--- src/rtl/irq_route_pkg.sv ---
package irq_route_pkg;
  // Fixed legacy targets; the line numbers are decoded by the legacy interrupt controller
  localparam int LEG_LINE_T0 = 0;
  localparam int LEG_LINE_T1 = 8;
  // Capability value normally loaded by the register owner at reset
  localparam logic [31:0] CAP_RESET = 32'h00F0_0000;

  typedef enum logic [1:0] {
    PATH_NONE   = 2'd0,
    PATH_LEGACY = 2'd1,
    PATH_IOIN   = 2'd2,
    PATH_FAULT  = 2'd3
  } path_e;
endpackage

--- src/rtl/tmr_path_dec.sv ---
module tmr_path_dec
  import irq_route_pkg::*;
#(
  parameter int TIDX      = 0,
  parameter int ROUTE_W   = 5,
  parameter int NUM_IOIN  = 24,
  parameter int ISA_LINES = 16
) (
  input  logic                      legacy_en,
  input  logic [ROUTE_W-1:0]        route,
  input  logic [(1<<ROUTE_W)-1:0]   cap,
  input  logic                      armed,
  input  logic                      level,
  input  logic                      fire,
  output logic [ISA_LINES-1:0]      isa_req,
  output logic [NUM_IOIN-1:0]       io_req,
  output logic                      fault,
  output path_e                     path
);
  localparam bit HAS_LEG = (TIDX < 2);
  localparam int LEG_LINE = (TIDX == 0) ? LEG_LINE_T0 : LEG_LINE_T1;
  localparam logic [ROUTE_W:0] N_IN_L = (ROUTE_W+1)'(NUM_IOIN);

  function automatic logic route_legal(input logic [(1<<ROUTE_W)-1:0] c,
                                       input logic [ROUTE_W-1:0] r);
    return ({1'b0, r} < N_IN_L) && c[r];
  endfunction

  always_comb begin
    if (!(fire && armed))            path = PATH_NONE;
    else if (level)                  path = PATH_FAULT;
    else if (HAS_LEG && legacy_en)   path = PATH_LEGACY;
    else if (route_legal(cap, route)) path = PATH_IOIN;
    else                             path = PATH_FAULT;
  end

  always_comb begin
    isa_req = '0;
    if (path == PATH_LEGACY) isa_req[LEG_LINE] = 1'b1;
  end

  assign io_req = (path == PATH_IOIN) ? (NUM_IOIN'(1) << route) : '0;
  assign fault  = (armed && level) || (path == PATH_FAULT);
endmodule

--- src/rtl/line_pulse_gen.sv ---
module line_pulse_gen #(
  parameter int W = 8
) (
  input  logic         clk,
  input  logic         rst_n,
  input  logic [W-1:0] req,
  output logic [W-1:0] pulse
);
  logic [W-1:0] pend_q;
  logic [W-1:0] want;

  assign want = req | pend_q;

  always_ff @(posedge clk) begin
    if (!rst_n) begin
      pulse  <= '0;
      pend_q <= '0;
    end else begin
      pulse  <= want & ~pulse;
      pend_q <= want & pulse;
    end
  end
endmodule

--- src/rtl/sticky_flag.sv ---
module sticky_flag (
  input  logic clk,
  input  logic rst_n,
  input  logic set,
  input  logic clr,
  output logic flag
);
  always_ff @(posedge clk) begin
    if (!rst_n)   flag <= 1'b0;
    else if (set) flag <= 1'b1;
    else if (clr) flag <= 1'b0;
  end
endmodule

--- src/rtl/tmr_irq_router.sv ---
module tmr_irq_router
  import irq_route_pkg::*;
#(
  parameter int NUM_TMR   = 3,
  parameter int ROUTE_W   = 5,
  parameter int NUM_IOIN  = 24,
  parameter int ISA_LINES = 16
) (
  input  logic                          clk,
  input  logic                          rst_n,
  input  logic                          legacy_en,
  input  logic [NUM_TMR*ROUTE_W-1:0]    tmr_route,
  input  logic [NUM_TMR*(1<<ROUTE_W)-1:0] tmr_cap,
  input  logic [NUM_TMR-1:0]            tmr_armed,
  input  logic [NUM_TMR-1:0]            tmr_level,
  input  logic [NUM_TMR-1:0]            fire,
  input  logic                          err_clr,
  output logic [ISA_LINES-1:0]          isa_pulse,
  output logic [NUM_IOIN-1:0]           ioin_pulse,
  output logic                          pit_ch0_mute,
  output logic                          route_err
);
  localparam int CAP_W = 1 << ROUTE_W;

  logic [ISA_LINES-1:0] isa_req_t [NUM_TMR];
  logic [NUM_IOIN-1:0]  io_req_t  [NUM_TMR];
  logic [NUM_TMR-1:0]   fault_t;
  path_e                path_t    [NUM_TMR];

  // merged events, brought out for the checker
  logic [ISA_LINES-1:0] isa_req_all;
  logic [NUM_IOIN-1:0]  io_req_all;
  logic                 fault_any;

  for (genvar t = 0; t < NUM_TMR; t++) begin : g_tmr
    tmr_path_dec #(
      .TIDX(t), .ROUTE_W(ROUTE_W), .NUM_IOIN(NUM_IOIN), .ISA_LINES(ISA_LINES)
    ) u_dec (
      .legacy_en (legacy_en),
      .route     (tmr_route[t*ROUTE_W +: ROUTE_W]),
      .cap       (tmr_cap[t*CAP_W +: CAP_W]),
      .armed     (tmr_armed[t]),
      .level     (tmr_level[t]),
      .fire      (fire[t]),
      .isa_req   (isa_req_t[t]),
      .io_req    (io_req_t[t]),
      .fault     (fault_t[t]),
      .path      (path_t[t])
    );
  end

  always_comb begin
    isa_req_all = '0;
    io_req_all  = '0;
    for (int t = 0; t < NUM_TMR; t++) begin
      isa_req_all = isa_req_all | isa_req_t[t];
      io_req_all  = io_req_all  | io_req_t[t];
    end
  end
  assign fault_any = |fault_t;

  line_pulse_gen #(.W(ISA_LINES)) u_isa_pg (
    .clk(clk), .rst_n(rst_n), .req(isa_req_all), .pulse(isa_pulse)
  );

  line_pulse_gen #(.W(NUM_IOIN)) u_io_pg (
    .clk(clk), .rst_n(rst_n), .req(io_req_all), .pulse(ioin_pulse)
  );

  sticky_flag u_err (
    .clk(clk), .rst_n(rst_n), .set(fault_any), .clr(err_clr), .flag(route_err)
  );

  always_ff @(posedge clk) begin
    if (!rst_n) pit_ch0_mute <= 1'b0;
    else        pit_ch0_mute <= legacy_en && tmr_armed[0];
  end
endmodule

--- config.mk ---
export PLATFORM = sky130hd
export DESIGN_NAME = tmr_irq_router
export DESIGN_NICKNAME = d
export VERILOG_FILES = /design/src/rtl/irq_route_pkg.sv /design/src/rtl/tmr_path_dec.sv /design/src/rtl/line_pulse_gen.sv /design/src/rtl/sticky_flag.sv /design/src/rtl/tmr_irq_router.sv
export SDC_FILE = /design/constraint.sdc
export NUM_CORES = 1
export LEC_CHECK = 0
export ABC_CLOCK_PERIOD_IN_PS = 2190
export BUFFER_PORTS_ARGS = -buffer_cell sky130_fd_sc_hd__buf_4
export CAP_MARGIN = 20
export CORE_MARGIN = 2
export CORE_UTILIZATION = 31
export DETAILED_ROUTE_END_ITERATION = 10
export PLACE_DENSITY = 0.53
export SETUP_SLACK_MARGIN = 0.2
export SYNTH_ARGS = -nofsm -noshare
export SYNTH_HDL_FRONTEND = slang
export SYNTH_SLANG_ARGS = --single-unit
--- constraint.sdc ---
create_clock -name clk -period 2.19 [get_ports clk]
set_input_delay 0 -clock clk [delete_from_list [all_inputs] [get_ports clk]]
set_output_delay 0 -clock clk [all_outputs]
set_load 0.05 [all_outputs]
# Word-level counts from Yosys, hierarchy flattened
# Cells that the tools add are included.
dict set report word_totals {
  reg_bits 82
  input_bits 124
  out_inout_bits 42
  elab_cells 76
}
dict set report classes {
  n_lt_le_gt_ge 6
  n_eq_ne 9
  n_shift 3
  muxes 25
  bitwise 12
  n_reduce_logical 15
}
# cell count
set op_table {}
lappend op_table {{24-bit 2-to-1 mux} 3}
lappend op_table {{24-bit bitwise OR} 3}
lappend op_table {{1-bit by 5-bit left shift with 24-bit output (first input constant)} 3}
lappend op_table {{24-bit bitwise AND} 2}
lappend op_table {{16-bit bitwise AND} 2}
lappend op_table {{24-bit inverter} 1}
lappend op_table {{5-bit by 6-bit < comparator with 1-bit output (second input constant)} 3}
lappend op_table {{2-bit 2-to-1 mux} 8}
lappend op_table {{16-bit inverter} 1}
lappend op_table {{9-bit by 16-bit bitwise OR with 16-bit output} 1}
lappend op_table {{1-bit binary-select mux with 5-bit select} 3}
lappend op_table {{5-bit < comparator (second input constant)} 3}
lappend op_table {{2-bit == test (second input constant)} 6}
lappend op_table {{1-bit 2-to-1 mux} 11}
lappend op_table {{1-bit logical AND} 10}
lappend op_table {{1-bit by 9-bit bitwise OR with 9-bit output} 1}
lappend op_table {{9-bit bitwise OR} 1}
lappend op_table {{2-bit by 1-bit == test with 1-bit output (second input constant)} 3}
lappend op_table {{1-bit logical OR} 3}
lappend op_table {{3-bit OR reduction} 1}
lappend op_table {{2-bit nonzero test} 1}

# Longest topological paths before layout
# Gate-level depths: netlist (run 1).
dict set report logic_depth {
  depth_word 13
  depth_mapped 7
}

# Hierarchy
# A second synthesis (run 1) with hierarchy kept.
dict set report hier_totals {
  hier_cells 594
  area_unflattened_um2 4962.3
}
# mod instances cells_per_inst area_per_inst_um2
set by_module_without_submodules {}
lappend by_module_without_submodules {{line_pulse_gen at u_io_pg} 1 146 1448.9}
lappend by_module_without_submodules {{line_pulse_gen at u_isa_pg} 1 97 949.7}
lappend by_module_without_submodules {{tmr_path_dec at g_tmr[0].u_dec} 1 121 923.4}
lappend by_module_without_submodules {{tmr_path_dec at g_tmr[2].u_dec} 1 90 689.4}
lappend by_module_without_submodules {{tmr_path_dec at g_tmr[1].u_dec} 1 94 626.9}
lappend by_module_without_submodules {tmr_irq_router 1 43 282.8}
lappend by_module_without_submodules {sticky_flag 1 3 41.3}

# Worst setup path after synthesis (run 1)
# Ideal clock, no wire load.
dict set report synth_path {
  path_kind {input port to flip-flop}
  from {input tmr_route[0]}
  to {register u_io_pg.pend_q[4]}
  setup_ps 141
  t_arrival_ps 1559
  setup_slack_ps 490
  cell_stages 6
  path_buffers 1
  cell_sequence {clkbuf_1 > mux4_2 > nand4b_1 > nor3_1 > a2111oi_0 > nor3b_1}
}
dict set report synth_via {
  elab_chain_cells 13
}
# item line
set synth_rtl {}
lappend synth_rtl {{start, declared} tmr_irq_router.sv:12} ;# input logic [NUM_TMR*ROUTE_W-1:0] tmr_route,
lappend synth_rtl {{1-bit binary-select mux with 5-bit select} tmr_path_dec.sv:26} ;# return ({1'b0, r} < N_IN_L) && c[r];
lappend synth_rtl {{1-bit 2-to-1 mux (not written as such)} tmr_path_dec.sv:26}
lappend synth_rtl {{1-bit logical AND} tmr_path_dec.sv:26}
lappend synth_rtl {{1-bit 2-to-1 mux} tmr_path_dec.sv:33} ;# else if (route_legal(cap, route)) path = PATH_IOIN;
lappend synth_rtl {{2-bit 2-to-1 mux} tmr_path_dec.sv:32} ;# else if (HAS_LEG && legacy_en) path = PATH_LEGACY;
lappend synth_rtl {{2-bit 2-to-1 mux} tmr_path_dec.sv:31} ;# else if (level) path = PATH_FAULT;
lappend synth_rtl {{2-bit 2-to-1 mux} tmr_path_dec.sv:30} ;# if (!(fire && armed)) path = PATH_NONE;
lappend synth_rtl {{2-bit == test} tmr_path_dec.sv:42} ;# assign io_req = (path == PATH_IOIN) ? (NUM_IOIN'(1) << route) : '0;
lappend synth_rtl {{24-bit 2-to-1 mux *} tmr_path_dec.sv:42}
lappend synth_rtl {{24-bit bitwise OR * (2 in series)} tmr_irq_router.sv:57} ;# io_req_all = io_req_all | io_req_t[t];
lappend synth_rtl {{24-bit bitwise OR *} line_pulse_gen.sv:12} ;# assign want = req | pend_q;
lappend synth_rtl {{24-bit bitwise AND *} line_pulse_gen.sv:20} ;# pend_q <= want & pulse;
lappend synth_rtl {{end signal, assigned} line_pulse_gen.sv:20}
lappend synth_rtl {{end, declared} line_pulse_gen.sv:9} ;# logic [W-1:0] pend_q;
# Mark *: on every way between the ends. The rest lies on a longest branch, timed or not. The select of a mux whose other input is x is not followed.
# A chain may end at the register's enable or synchronous reset.

# Worst setup path after layout (run 1)
dict set report layout_path {
  from {input tmr_route[9]}
  to {register u_io_pg.pulse[11]}
}
dict set report layout_via {
  elab_chain_cells 13
}
# item line
set layout_rtl {}
lappend layout_rtl {{1-bit binary-select mux with 5-bit select} tmr_path_dec.sv:26}
lappend layout_rtl {{1-bit 2-to-1 mux (not written as such)} tmr_path_dec.sv:26}
lappend layout_rtl {{1-bit logical AND} tmr_path_dec.sv:26}
lappend layout_rtl {{1-bit 2-to-1 mux} tmr_path_dec.sv:33}
lappend layout_rtl {{2-bit 2-to-1 mux} tmr_path_dec.sv:32}
lappend layout_rtl {{2-bit 2-to-1 mux} tmr_path_dec.sv:31}
lappend layout_rtl {{2-bit 2-to-1 mux} tmr_path_dec.sv:30}
lappend layout_rtl {{2-bit == test} tmr_path_dec.sv:42}
lappend layout_rtl {{24-bit 2-to-1 mux *} tmr_path_dec.sv:42}
lappend layout_rtl {{24-bit bitwise OR * (2 in series)} tmr_irq_router.sv:57}
lappend layout_rtl {{24-bit bitwise OR *} line_pulse_gen.sv:12}
lappend layout_rtl {{24-bit bitwise AND *} line_pulse_gen.sv:19} ;# pulse <= want & ~pulse;
lappend layout_rtl {{end signal, assigned} line_pulse_gen.sv:19}
lappend layout_rtl {{end, declared} line_pulse_gen.sv:7} ;# output logic [W-1:0] pulse
# Marked as above.

==> flow_metrics.env, run 1 <==
export IMPL_status="finished, final reports clean"
export IMPL_rsz0062_at_grt="no"
export IMPL_end_kind="flop"
export IMPL_slowest_delay_ps=690
export IMPL_nNetsFinal=690
export IMPL_cts_path_max_buffers=2
export IMPL_via_count=3867
export IMPL_diodes=0
export IMPL_root_buffer="clkbuf_16"
export IMPL_maxCapViolCount=0
export IMPL_cts_tree="done"
export IMPL_post_cts_buffers=0
export IMPL_r2r_end="u_err.flag"
export IMPL_synth_edff_count=0
export IMPL_pre_cts_ws_ps=97.4
export IMPL_max_freq_mhz=560
export IMPL_area_growth_pct=41.0
export IMPL_cp_max_fo=8
export IMPL_setup_violations=0
export IMPL_via_per_inst=5.20
export IMPL_crit_chain="buf_4 -> a211oi_1 -> o41ai_4 -> buf_4 -> nor3_1 -> a31oi_1 -> a211oi_1"
export IMPL_grt_max_degree=52
export IMPL_power_mw=3.49
export IMPL_cts_sinks=82
export IMPL_fillers=1236
export IMPL_finalCritPeriodShare_pct=81.5
export IMPL_report_final_slew_viol_count=0
export IMPL_crit_slowest_cell="nor3_1"
export IMPL_worst_ep_required_time_ps=2440
export IMPL_die_w_um=116
export IMPL_synth_top_area_share_pct=41.9
export IMPL_vdd_ir_drop_max_mv=0.494
export IMPL_clock_latency_ps=340
export IMPL_postSynth_asyncResetShare_pct=0
export IMPL_start_kind="primary input"
export IMPL_coreArea_sq_um=12500
export IMPL_firstDrtPassIters=4
export IMPL_cts_buffers=9
export IMPL_synth_cell_types=59
export IMPL_min_period_ps=1790
export IMPL_gp_congestion=0.940
export IMPL_timing_rr_start="u_err.flag"
export IMPL_htreeDepth=3
export IMPL_leakage_nw=2.33
export IMPL_ant_nets=0
export IMPL_synth_cell_area_sq_um=3910
export IMPL_hp_class="primary input to flop"
export IMPL_synth_cells=420
export IMPL_multi_input_area_sq_um=2130
export IMPL_grt_pass1_wl_um=19800
export IMPL_antenna_found_initial=0
export IMPL_ios=166
export IMPL_first_global_vias=3791
export IMPL_hpwl_um=9850
export IMPL_slew_headroom_pct=43.8
export IMPL_synth_area_per_cell_sq_um=9.32
export IMPL_synth_area_leader_cell="dfxtp_1"
export IMPL_drcViolationCount=0
export IMPL_arrival_ps=2030
export IMPL_fin_skew_ps=5.77
export IMPL_hold_viol=0
export IMPL_power_density_nw_per_um2=633
export IMPL_grt_overflow_total=0
export IMPL_grtUsageTotal_pct=19.2
export IMPL_worstSetupPathType="primary input to flop"
export IMPL_drive_gt1_share_pct=34.2
export IMPL_portBuffers=141
export IMPL_ys_seq_elements=82
export IMPL_fin_tns_setup_ps=0
export IMPL_seq_area_sq_um=1640
export IMPL_rrSetupSlack_ps=740
export IMPL_yosysSeqAreaShare_pct=41.9
export IMPL_ys_top_cells_by_area="dfxtp_1 (42%), mux4_2 (6.9%), nor2_1 (4.5%), nand2_1 (3.8%), and3_1 (3.0%)"
export IMPL_startpoint="tmr_route[9]"
export IMPL_tightest_slew_ps=836
export IMPL_routedWlPerCell_um=17.0
export IMPL_dominantRegCellSynth="dfxtp_1"
export IMPL_drt_initial_drc_count=205
export IMPL_wirelength_um=12600
export IMPL_rows=41
export IMPL_start_util_pct=31.4
export IMPL_clk_pin_slew_ps=60
export IMPL_utilization_pct=44.3
export IMPL_dieArea_sq_um=13500
export IMPL_yosys_top_cells_count="dfxtp_1 (82), nor2_1 (47), nand2_1 (40)"
export IMPL_post_synth_top_count_cell="dfxtp_1"
export IMPL_die_height_um=116
export IMPL_synth_fp_nets=544
export IMPL_ff2ff_path_depth=4
export IMPL_synth_warnings=0
export IMPL_layout_setup_ws_ps=404
export IMPL_cp_endpoint="u_io_pg.pulse[11]"
layer usage:
layer | GRT usage [%] | vias up | routed length (um)
met5 | 0 | - | 0
met4 | 4.68 | 0 | 210
met3 | 5.86 | 15 | 838
met2 | 33.1 | 125 | 6230
met1 | 23.5 | 1849 | 5320
li1 | - | 1878 | -
stage by stage:
step | cells | hold slack [ps] | area (sq um)
2_1_floorplan | 420 | 146 | 3910
3_3_place_gp | 725 | 288 | 5200
3_5_place_dp | 725 | 272 | 5200
4_1_cts | 743 | 2.51 | 5520
5_1_grt | 743 | 5.74 | 5520
6_report | 743 | 9.43 | 5520
how the worst min path moves through the flow:
| stage | startpoint | to | slack, ps | cells after the start |
|---|---|---|---|---|
| floorplan | legacy_en | pit_ch0_mute | 150 | 1 |
| global placement | tmr_armed[0] | pit_ch0_mute | 290 | 2 |
| detailed placement | tmr_armed[0] | pit_ch0_mute | 270 | 2 |
| CTS | tmr_level[2] | u_err.flag | 3 | 3 |
| global route | tmr_level[2] | u_err.flag | 6 | 3 |
| finish | tmr_level[2] | u_err.flag | 9 | 3 |
flip-flops by register name, indices dropped and copies added (netlist names):
| signal | flops |
|---|---|
| u_io_pg.pulse | 24 |
| u_isa_pg.pend_q | 16 |
| u_isa_pg.pulse | 16 |
| u_io_pg.pend_q | 24 |
| u_err.flag | 1 |
| pit_ch0_mute | 1 |
kinds of logic after synthesis:
family | after synthesis | share of synthesized area [%]
simple gates | 192 | 26.0
compound gates | 86 | 17.6
mux | 25 | 10.8
buf+inv | 35 | 3.61
flops | 82 | 41.9
repair_timing:
action	in CTS	in global routing
hold buffers	2	0
resized for setup	0	0
endpoints found under the hold margin	1	0
layout by cell type, fill, tap and decap left out, drive strengths merged, types with 5 or more instances in the layout:
cell / synthesis / layout
nor2b: 11 / 11
a221oi: 9 / 9
mux2: 5 / 5
mux4: 13 / 13
nor4: 9 / 9
clkbuf: 13 / 11
nand2: 40 / 40
a31oi: 6 / 6
inv: 14 / 15
nor3: 23 / 23
nand3: 5 / 5
a21oi: 7 / 7
and3: 19 / 19
dfxtp: 82 / 82
a41oi: 5 / 5
nand2b: 7 / 7
nor3b: 8 / 8
a211oi: 14 / 14
nor2: 47 / 47
buf: 8 / 154
mux2i: 7 / 7
power by group:
part           internal [mW]  switching [mW]
Sequential              1.50         0.00268
Combinational          0.230           0.234
Clock                  0.920           0.609
final cells by class:
cell class | count | share of cell area (%)
clock buffers | 11 | 4.40
clock inverters | 5 | 1.11
repair buffers | 156 | 21.3
flip-flops and latches | 82 | 29.7
inverters | 14 | 0.952
multi-input cells | 303 | 38.6
well taps | 172 | 3.90
critical path, delay by kind of cell:
kind,cells,cell delay [ps]
compound gates,4,1000
buf+inv,2,330
simple gates,1,690
No activity file was read; power rests on OpenSTA's default activity.
==> run 2: changes to the inputs <==
ABC_CLOCK_PERIOD_IN_PS = 1500   (was 2190)
PLACE_DENSITY = 0.55   (was 0.53)
clock period = 1.5 ns   (was 2.19 ns; I/O delays follow)
==> run 2 against run 1 <==
Net effect: design area up 19%; via count rose by 5.7%; flip-flop and latch count did not move; clock-buffer cell count down 1; power rose by 48%; setup slack got worse by 320 ps; clock skew is 1.0 ps lower; sequential power rose by 46%; die area unchanged; hold slack improved by 52 ps; clock power grew 34%.
==> flow_metrics.env, run 2 (synthesis results as in run 1) <==
export IMPL_status="finished, final reports clean"
export IMPL_maxCapViolCount=0
export IMPL_dp_cells=778
export IMPL_rrSetupSlack_ps=230
export IMPL_hpwl_um=10500
export IMPL_antenna_found_initial=0
export IMPL_dieArea_sq_um=13500
export IMPL_worst_ep_required_time_ps=1730
export IMPL_via_count=4089
export IMPL_arrival_ps=1650
export IMPL_coreArea_sq_um=12500
export IMPL_fillers=1191
export IMPL_cp_max_fo=6
export IMPL_routedWlPerCell_um=16.5
export IMPL_power_mw=5.19
export IMPL_final_cell_count_no_fill=804
export IMPL_clock_latency_ps=340
export IMPL_nNetsFinal=751
export IMPL_firstDrtPassIters=5
export IMPL_cts_sinks=82
export IMPL_cts_path_max_buffers=2
export IMPL_drcViolationCount=0
export IMPL_via_per_inst=5.09
export IMPL_layout_setup_ws_ps=83.5
export IMPL_leakage_nw=2.73
export IMPL_finalCritPeriodShare_pct=94.4
export IMPL_grt_pass1_wl_um=21100
export IMPL_die_w_um=116
export IMPL_ant_nets=0
export IMPL_grtUsageTotal_pct=20.1
export IMPL_fin_skew_ps=4.76
export IMPL_grt_overflow_total=0
export IMPL_start_kind="primary input"
export IMPL_hold_viol=0
export IMPL_diodes=0
export IMPL_drive_gt1_share_pct=50.5
export IMPL_root_buffer="clkbuf_16"
export IMPL_max_freq_mhz=706
export IMPL_htreeDepth=3
export IMPL_ff2ff_path_depth=4
export IMPL_hold_depth=3
export IMPL_cts_buffers=9
export IMPL_slowest_delay_ps=540
export IMPL_die_height_um=116
export IMPL_wirelength_um=13300
export IMPL_rsz0062_at_grt="yes"
export IMPL_gp_congestion=0.870
export IMPL_hp_class="primary input to flop"
export IMPL_grt_max_degree=24
export IMPL_crit_chain="buf_8 -> mux4_2 -> o41ai_4 -> buf_6 -> nor4_4 -> a221o_1 -> and3_1"
export IMPL_first_global_vias=4148
export IMPL_portBuffers=141
export IMPL_pre_cts_ws_ps=-326
export IMPL_start_util_pct=31.4
export IMPL_area_growth_pct=68.5
export IMPL_worstSetupPathType="primary input to flop"
export IMPL_vdd_ir_drop_max_mv=0.591
export IMPL_slew_headroom_pct=63.5
export IMPL_clk_pin_slew_ps=60
export IMPL_utilization_pct=52.9
export IMPL_end_kind="flop"
export IMPL_ios=166
export IMPL_rows=41
export IMPL_tightest_slew_ps=543
export IMPL_drt_initial_drc_count=175
export IMPL_largest_registers="u_io_pg.pend_q x24, u_io_pg.pulse x24"
export IMPL_whs_ps=61.4
export IMPL_setup_violations=0
export IMPL_crit_slowest_cell="mux4_2"
export IMPL_report_final_slew_viol_count=0
export IMPL_power_density_nw_per_um2=786
export IMPL_cts_tree="done"
export IMPL_min_period_ps=1420
export IMPL_final_cell_mix="buf_4 (200), dfxtp_1 (81), nor2_1 (44)"
export IMPL_final_common_cell="buf_4"
==> run 2: changes by cell type in the layout (fill, tap and decap cells not counted), sizes merged <==
cell / before / now
buf: 154 / 215
inv: 15 / 17
bufinv: 1 / 0
clkbuf: 11 / 10
clkinv: 3 / 2
clkinvlp: 0 / 1
==> run 2: final timing paths <==
kind	startpoint	endpoint
worst max-delay path	tmr_route[5]	u_io_pg.pend_q[23]
worst min-delay path	fire[2]	u_err.flag
worst max register to register	u_err.flag	u_err.flag
worst min register to register	u_isa_pg.pend_q[5]	u_isa_pg.pulse[5]
==> run 2: layer usage <==
| layer | global-route usage [%] | part of all wire (%) |
|---|---|---|
| met5 | 0 | 0 |
| met4 | 6.03 | 1.1 |
| met3 | 4.88 | 7.6 |
| met2 | 34.5 | 50 |
| met1 | 24.9 | 42 |
==> run 2: where the power goes <==
| part | internal (mW) | switching [mW] |
|---|---|---|
| Combinational | 0.501 | 0.446 |
| Sequential | 2.18 | 0.00449 |
| Clock | 1.14 | 0.911 |
==> run 2: final cells by class <==
type	instances	area, sq um	share of cell area [%]
timing repair buffer	217	1730	26.2
tap	172	215	3.26
multi-input combinational	303	2680	40.6
sequential	82	1640	24.9
clock buffer	10	229	3.47
inverter	14	52.6	0.797
clock inverter	6	47.5	0.721
==> run 2: per-stage QoR <==
stage	TNS, ps	area (sq um)
final	0	6600
after global routing	0	6600
after floorplan	-2090	4160
after CTS	0	6350
after global placement	-9130	5810
after detailed placement	-10500	5810
==> run 2: worst max-delay path, delay by kind of cell <==
family,cells,cell delay (ps)
buffers and inverters,2,270
multiplexers,1,540
AND/OR/NAND/NOR,2,270
AO/OA/AOI/OAI,2,570
==> run 2: what timing repair did <==
action,in CTS,in global routing
setup buffers,7,1
setup endpoints to repair,39,47
hold buffers,2,0
endpoints found under the hold margin,3,0
gates resized for setup,32,42
pin swaps,9,20
==> run 3: changes to the inputs <==
ABC_CLOCK_PERIOD_IN_PS = 1600   (was 1500)
CORE_ASPECT_RATIO = 0.7   (was unset)
PLACE_DENSITY = 0.53   (was 0.55)
clock period = 1.6 ns   (was 1.5 ns; I/O delays follow)
==> run 3 against run 2 <==
Net effect: die area grew 0.11%; global-route usage hardly changed; clock power is 4% higher; highest routed layer unchanged.
==> flow_metrics.env, run 3 (synthesis results as in run 1) <==
export IMPL_status="finished, final reports clean"
export IMPL_grt_overflow_total=0
export IMPL_cts_path_max_buffers=2
export IMPL_drive_gt1_share_pct=45.5
export IMPL_die_height_um=98.0
export IMPL_fin_tns_setup_ps=0
export IMPL_multi_input_area_sq_um=2540
export IMPL_wirelength_um=13600
export IMPL_cts_tree="done"
export IMPL_nNetsFinal=734
export IMPL_dieArea_sq_um=13600
export IMPL_grt_max_degree=36
export IMPL_fin_skew_ps=4.94
export IMPL_cts_buffers=9
export IMPL_pre_cts_ws_ps=-258
export IMPL_arrival_ps=1650
export IMPL_power_density_nw_per_um2=794
export IMPL_portBuffers=141
export IMPL_utilization_pct=50.8
export IMPL_layout_setup_ws_ps=166
export IMPL_gp_congestion=0.853
export IMPL_ios=166
export IMPL_start_kind="primary input"
export IMPL_slowest_delay_ps=530
export IMPL_final_common_cell="buf_4"
export IMPL_first_global_vias=4106
export IMPL_slew_headroom_pct=59.2
export IMPL_end_kind="flop"
export IMPL_setup_violations=0
export IMPL_crit_chain="buf_8 -> buf_4 -> mux4_2 -> o22ai_4 -> nor4_4 -> a221o_1 -> nor3b_2"
export IMPL_firstDrtPassIters=4
export IMPL_report_final_slew_viol_count=0
export IMPL_maxCapViolCount=0
export IMPL_via_count=4105
export IMPL_htreeDepth=3
export IMPL_via_per_inst=5.28
export IMPL_final_cell_mix="buf_4 (191), dfxtp_1 (81), nor2_1 (46)"
export IMPL_routedWlPerCell_um=17.5
export IMPL_clk_pin_slew_ps=70
export IMPL_largest_registers="u_io_pg.pend_q x24, u_io_pg.pulse x24"
export IMPL_worstSetupPathType="primary input to flop"
export IMPL_worst_ep_required_time_ps=1810
export IMPL_finalCritPeriodShare_pct=89.7
export IMPL_dp_cells=755
export IMPL_antenna_found_initial=1
export IMPL_start_util_pct=31.6
export IMPL_clock_latency_ps=330
export IMPL_vdd_ir_drop_max_mv=0.511
export IMPL_cts_sinks=82
export IMPL_leakage_nw=2.63
export IMPL_cp_max_fo=6
export IMPL_rsz0062_at_grt="yes"
export IMPL_rrSetupSlack_ps=340
export IMPL_max_freq_mhz=697
export IMPL_area_growth_pct=60.7
export IMPL_crit_slowest_cell="mux4_2"
export IMPL_seq_area_sq_um=1640
export IMPL_grt_pass1_wl_um=21600
export IMPL_root_buffer="clkbuf_16"
export IMPL_ant_nets=0
export IMPL_coreArea_sq_um=12400
export IMPL_fillers=1201
export IMPL_drcViolationCount=0
export IMPL_rows=34
export IMPL_hpwl_um=10800
export IMPL_final_cell_count_no_fill=778
export IMPL_hp_class="primary input to flop"
export IMPL_placed_cell_area_sq_um=5650
export IMPL_grtUsageTotal_pct=20.1
export IMPL_die_w_um=138
export IMPL_drt_initial_drc_count=214
export IMPL_min_period_ps=1430
export IMPL_hold_viol=0
export IMPL_final_area_sq_um=6290
export IMPL_tightest_slew_ps=604
-- run 3: cell type report --
class	instances	share of cell area [%]
tap	162	3.22
sequential	82	26.1
antenna	1	0.0398
clock buffer	9	3.58
timing repair buffer	200	24.6
multi-input combinational	303	40.3
inverter	14	0.836
clock inverter	7	1.29
-- run 3: power breakdown --
| part | total [mW] | internal [mW] | switching (mW) | leakage, nW |
|---|---|---|---|---|
| Clock | 2.13 | 1.24 | 0.894 | 0.148 |
| Combinational | 0.811 | 0.412 | 0.399 | 1.82 |
| Sequential | 2.05 | 2.05 | 0.00475 | 0.661 |
| Total | 5.00 | 3.70 | 1.30 | 2.63 |
-- run 3: worst paths after layout --
kind / start / cells after the start / end
max: tmr_route[5] / 7 / u_io_pg.pulse[23]
min: tmr_level[2] / 3 / u_err.flag
max reg2reg: u_err.flag / 4 / u_err.flag
min reg2reg: u_isa_pg.pend_q[3] / 2 / u_isa_pg.pulse[3]
-- run 3: critical path: cells and delay by family --
kind / cells / cell delay (ps)
AOI/OAI and AO/OA: 2 / 670
muxes: 1 / 530
and+or+nand+nor: 2 / 260
buffers and inverters: 2 / 180
-- run 3: repair_timing --
item                       4_1_cts  5_1_grt
resized for setup               35       13
setup endpoints to repair       34       41
buffers inserted                 3        1
cloned                           0        0
hold buffers                     2        0
hold endpoints to repair         1        0
pin swaps                       17       14
-- run 3: per-stage QoR --
step	power, mW	hold WS, ps
2_1_floorplan	2.45	146
3_3_place_gp	2.84	323
3_5_place_dp	2.86	322
4_1_cts	5.03	16.1
5_1_grt	5.19	58.2
6_report	5.00	32.8
-- run 3: layer usage --
metal	share of wire (%)	track usage, %	up-vias
met5	0	0	-
met1	49	28.7	1966
li1	-	-	1975
met4	0.81	4.16	0
met2	43	30.5	155
met3	7.4	5.44	9
